<file path="config.mk">
export PLATFORM = sky130hd
export DESIGN_NAME = fetch_ctl
export DESIGN_NICKNAME = d
export VERILOG_FILES = /design/src/rtl/fetch_ctl.sv
export SDC_FILE = /design/constraint.sdc
export NUM_CORES = 1
export LEC_CHECK = 0
export BUFFER_PORTS_ARGS = -buffer_cell sky130_fd_sc_hd__buf_2
export CORE_ASPECT_RATIO = 1.1
export CORE_MARGIN = 5
export CORE_UTILIZATION = 48
export DETAILED_ROUTE_END_ITERATION = 6
export PLACE_DENSITY_LB_ADDON = 0.3
export REMOVE_ABC_BUFFERS = 1
export SLEW_MARGIN = 20
export SYNTH_ARGS = -nofsm -noshare
export SYNTH_HDL_FRONTEND = slang
export SYNTH_SLANG_ARGS = --single-unit
</file>
<file path="constraint.sdc">
create_clock -name clk -period 2.6 [get_ports clk]
set_input_delay 0.26 -clock clk [delete_from_list [all_inputs] [get_ports clk]]
set_output_delay 0.26 -clock clk [all_outputs]
set_load 0.02 [all_outputs]
</file>
<file path="src/rtl/fetch_ctl.sv">
module fetch_ctl #(
  parameter int          AW       = 32,
  parameter int          IW       = 32,
  parameter int          IDX_W    = 10,
  parameter int unsigned BASE     = 4000,
  parameter logic [IW-1:0] NOP_WORD = '0
) (
  input  logic             clk,
  input  logic             rst_n,
  input  logic             init,
  output logic [AW-1:0]    fetch_pc,
  output logic [IDX_W-1:0] fetch_idx,
  input  logic [IW-1:0]    imem_word,
  input  logic             dr_stall,
  input  logic             dr_halt,
  input  logic             ex_taken,
  input  logic [AW-1:0]    ex_target,
  input  logic             wb_halt,
  output logic             fl_valid,
  output logic [IW-1:0]    fl_instr,
  output logic [AW-1:0]    fl_pc,
  output logic             flush_fetch,
  output logic             flush_dr,
  output logic             fetch_stopped,
  output logic             done
);
  localparam logic [AW-1:0] BASE_PC = AW'(BASE);

  logic [AW-1:0] pc_q;
  logic          lock_q, done_q;

  wire [AW-1:0] tgt      = ex_target & ~AW'(3);
  wire [AW-1:0] off      = pc_q - BASE_PC;
  wire          halt_now = dr_halt & ~ex_taken;
  wire          stop     = lock_q | halt_now;

  assign fetch_pc      = pc_q;
  assign fetch_idx     = IDX_W'(off >> 2);
  assign flush_fetch   = ex_taken;
  assign flush_dr      = ex_taken;
  assign fetch_stopped = lock_q;
  assign done          = done_q | wb_halt;

  always_ff @(posedge clk or negedge rst_n) begin
    if (!rst_n) begin
      pc_q     <= BASE_PC;
      fl_valid <= 1'b0;
      fl_instr <= NOP_WORD;
      fl_pc    <= BASE_PC;
      lock_q   <= 1'b0;
      done_q   <= 1'b0;
    end else if (init) begin
      pc_q     <= BASE_PC;
      fl_valid <= 1'b0;
      fl_instr <= NOP_WORD;
      fl_pc    <= BASE_PC;
      lock_q   <= 1'b0;
      done_q   <= 1'b0;
    end else begin
      done_q <= done_q | wb_halt;
      if (ex_taken) begin
        pc_q     <= tgt;
        fl_valid <= 1'b0;
        fl_instr <= NOP_WORD;
      end else if (stop) begin
        lock_q   <= 1'b1;
        fl_valid <= 1'b0;
        fl_instr <= NOP_WORD;
      end else if (!dr_stall) begin
        fl_instr <= imem_word;
        fl_pc    <= pc_q;
        fl_valid <= 1'b1;
        pc_q     <= pc_q + AW'(4);
      end
    end
  end


  seq_step_chk: assert property (@(posedge clk) disable iff (!rst_n)
    (!init && !ex_taken && !dr_halt && !lock_q && !dr_stall)
      |=> (fetch_pc == $past(fetch_pc) + AW'(4)) && fl_valid && (fl_pc == $past(fetch_pc)));


  redirect_chk: assert property (@(posedge clk) disable iff (!rst_n)
    (ex_taken && !init) |=> (fetch_pc == ($past(ex_target) & ~AW'(3))) && !fl_valid);


  stall_hold_chk: assert property (@(posedge clk) disable iff (!rst_n)
    (dr_stall && !init && !ex_taken && !dr_halt && !lock_q)
      |=> $stable(fetch_pc) && $stable(fl_instr) && $stable(fl_valid));


  halt_freeze_chk: assert property (@(posedge clk) disable iff (!rst_n)
    (fetch_stopped && !init && !ex_taken) |=> $stable(fetch_pc) && !fl_valid && fetch_stopped);


  done_sticky_chk: assert property (@(posedge clk) disable iff (!rst_n)
    (done && !init) |=> done);


  init_state_chk: assert property (@(posedge clk) disable iff (!rst_n)
    init |=> (fetch_pc == BASE_PC) && !fl_valid && !fetch_stopped);
endmodule

</file>
==> summary.md <==
| Metric | Value |
|---|---|
| Status | `finished with violations` |
| Failing checks | `hold timing` |
| Total length of routed met3 wires | `996 µm` |
| CTS Sinks | `96` |
| Yosys reg bits | `96` |
| Clock root buffer | `clkbuf_8` |
| Post-synth EDFFs | `0` |
| Die H | `111 µm` |
| Drt via density | `5.44` |
| Cells after Synth | `399` |
| Final Routed Wirelength | `11,800 µm` |
| Final Hold Viols | `14` |
| Top Ports | `182` |
| Met2 WL | `5640 µm` |
| Syn Area/Cell | `11.1 µm²` |
| Yosys warns | `0` |
| Max-slew violations | `0` |
| Share of cells above drive strength 1 | `0.389` |
| Post-synth ARST share | `1.00` |
| Clock buffer depth | `2` |
| Pin count of the biggest net entering global routing | `62` |
| Compound-Gate Fraction of Synth Area | `0.182` |
| Reg clk slew, reported paths | `0.09 ns` |
| Netlist cell types | `48` |
| CP Class | `flop to flop` |
| Nets | `638` |
| Required time worst endpoint | `2.84 ns` |
| Number of global-route vias before repair | `3,728` |
| Drt pass-1 iters | `4` |
| DRC violation total after the first TritonRoute iteration | `144` |
| Core area | `8960 µm²` |
| Worst vdd ir | `0.000274 V` |
| Relative slew slack | `0.472` |
| Setup TNS | `0 ns` |
| Setup crit start kind | `flop` |
| Hold buffers post-CTS | `0` |
| Worst setup startpoint | `fetch_pc[9]` |
| Max layer used | `met4` |
| Fmax | `426 MHz` |
| Minimum hold slack | `-0.0270 ns` |
| # diodes | `0` |
| Seq. cell area | `2420 µm²` |
| Fillcell total | `765` |
| Antenna viol nets, final | `0` |
| Total grt overflow | `0` |
| CTS resizes | `0` |
| Post-synthesis sequential area ratio | `0.546` |
| Synthesized area | `4430 µm²` |
| Initial Utilization | `0.494` |
| Post-synthesis mux area share | `0.0113` |
| Global Route Usage Sum | `0.211` |
| DP HPWL | `8790 µm` |
| Final worst path period share | `0.903` |
| HP Class | `primary input to asynchronous set/reset pin` |
| Post-Synth Simple-Gate Area | `0.147` |
| Rows | `36` |
| Design Area, Final | `5610 µm²` |
| Final Skew | `0.0124 ns` |
| Max-cap violations | `0` |
| Placed cells | `666` |
| Initial antenna violation count | `0` |
| CP arrival | `2.58 ns` |
| RSZ-0062 raised after global routing | `no` |
| Post-Synth Adder-Cell Area | `0.0113` |
| Die Area | `11,300 µm²` |
| GPL Wtd Cong | `0.869` |
| Leakage | `2.84 nW` |
| Cell Area, Placed | `5400 µm²` |
| Residual DRC | `0` |
| Die width | `102 µm` |
| CP endpoint kind | `flop` |
| Largest family of logic cells by synthesized area | `compound AO/OA/AOI/OAI gates` |
| # setup viols final | `0` |
| Crit path max fanout | `10` |
| Least-Margin Pin Slew | `0.792 ns` |
| Main flop type after synthesis | `dfrtp_1` |
| CTS tree | `yes` |
| Synth-to-Final Area Change | `26.6%` |
| Met1 wire length | `5040 µm` |
| I/O Buffers | `177` |
| Clock Latency Late Sink | `0.36 ns` |
| Crit path time final | `2.35 ns` |
| Setup bufs post-CTS | `0` |
| Global-route wire length before repair | `18,900 µm` |
| Num CTS Buffers | `9` |
| Synth Area in XOR/XNOR | `0.0554` |
| Drt wl/cell | `17.3 µm` |
| H-tree level count | `3` |
| Vias | `3,713` |
| Critical R2R Launch | `fetch_pc[9]` |
| Power Density | `548 nW/µm²` |
| Post-Layout Cell Count | `682` |
| Footprint of the multi-input gates | `1820 µm²` |
## layer usage
metal / track usage / vias up
met1: 0.290 / 1761
met5: 0 / -
met4: 0.0612 / 0
met2: 0.340 / 152
met3: 0.0409 / 14
li1: - / 1786
## logic make-up after synthesis
kind of cell               count (synthesis)
and+or+nand+nor                          121
muxes                                      5
other                                      1
xor gates and xnor gates                  28
AOI/OAI and AO/OA                        101
adders and majority gates                  4
buffers and inverters                     43
DFF                                       96
## layout by cell type, fill, tap and decap left out, types with 3 or more instances in the layout
cell type,instances
inv_1,6
and2_1,3
a211oi_1,11
dfstp_2,12
a21oi_1,11
nor3_1,6
a311oi_1,4
nand4_1,13
xor2_1,12
nand2_1,19
and3_1,4
nand3_1,11
o22a_1,5
mux2i_1,5
nor4_1,4
xnor2_1,16
nor2b_1,3
or3_1,5
o21ai_0,6
buf_2,176
nor2_1,33
a22o_1,54
and4_1,5
ha_1,4
dfrtp_1,84
buf_4,10
nand2b_1,4
clkbuf_8,12
## worst paths after layout
path	to	cells after the start	slack, ns
max in group asynchronous	fl_instr[28]	2	1.98
setup reg to reg	fetch_pc[24]	5	0.25
hold / removal	fl_instr[2]	1	-0.03
hold reg to reg	fl_pc[6]	2	0.48
setup / recovery	fetch_pc[24]	5	0.25
min in group clk	fetch_pc[5]	3	0.13
## stage by stage
step	setup slack, ns	total power [mW]	util	hold slack [ns]
2_1_floorplan	-0.378	1.88	-	-0.0356
4_1_cts	0.191	3.10	0.625	0.00469
3_5_place_dp	0.223	2.13	0.603	0.401
3_3_place_gp	0.377	2.12	0.603	0.390
5_1_grt	0.0935	3.21	0.626	0.0415
6_report	0.252	3.07	0.626	-0.0270
## flip-flops by register name, indices dropped and copies added, names as in the netlist
signal	cells
fl_instr	32
fetch_pc	30
fl_valid	1
fl_pc	31
fetch_stopped	1
done_q	1
## where the power goes
group / internal, mW / switching, mW / total, mW
sequential: 1.55 / 0.0693 / 1.62
clock: 0.486 / 0.488 / 0.974
combinational: 0.180 / 0.296 / 0.476
## cells in the mapped netlist (6+ instances only)
library cell / instances / share of area
a21oi_1: 12 / 0.014
buf_4: 11 / 0.019
dfrtp_1: 84 / 0.47
xnor2_1: 16 / 0.032
a22o_1: 54 / 0.11
nand3_1: 11 / 0.012
dfstp_2: 12 / 0.071
clkbuf_1: 20 / 0.017
xor2_1: 12 / 0.024
nor2_1: 33 / 0.028
nor3_1: 6 / 0.0068
nand4_1: 13 / 0.018
nand2_1: 19 / 0.016
a211oi_1: 11 / 0.019
inv_1: 6 / 0.0051
o21ai_0: 6 / 0.0068
## worst max-delay path, cell delays in order (launching register included)
cell      delay [ns]
dfstp_2         0.64
and4_1          0.35
and3_2          0.31
nand4_1         0.22
or3_1           0.37
a311oi_1        0.32
## cell type report
| class | count | area share |
|---|---|---|
| flip-flops and latches | 96 | 0.431 |
| multi-input cells | 261 | 0.325 |
| repair buffers | 188 | 0.178 |
| clock buffers | 15 | 0.0353 |
| well taps | 114 | 0.0254 |
| inverters | 7 | 0.00469 |
| clock inverters | 1 | 0.00134 |
Note: power is estimated with default switching activity, not from simulation.
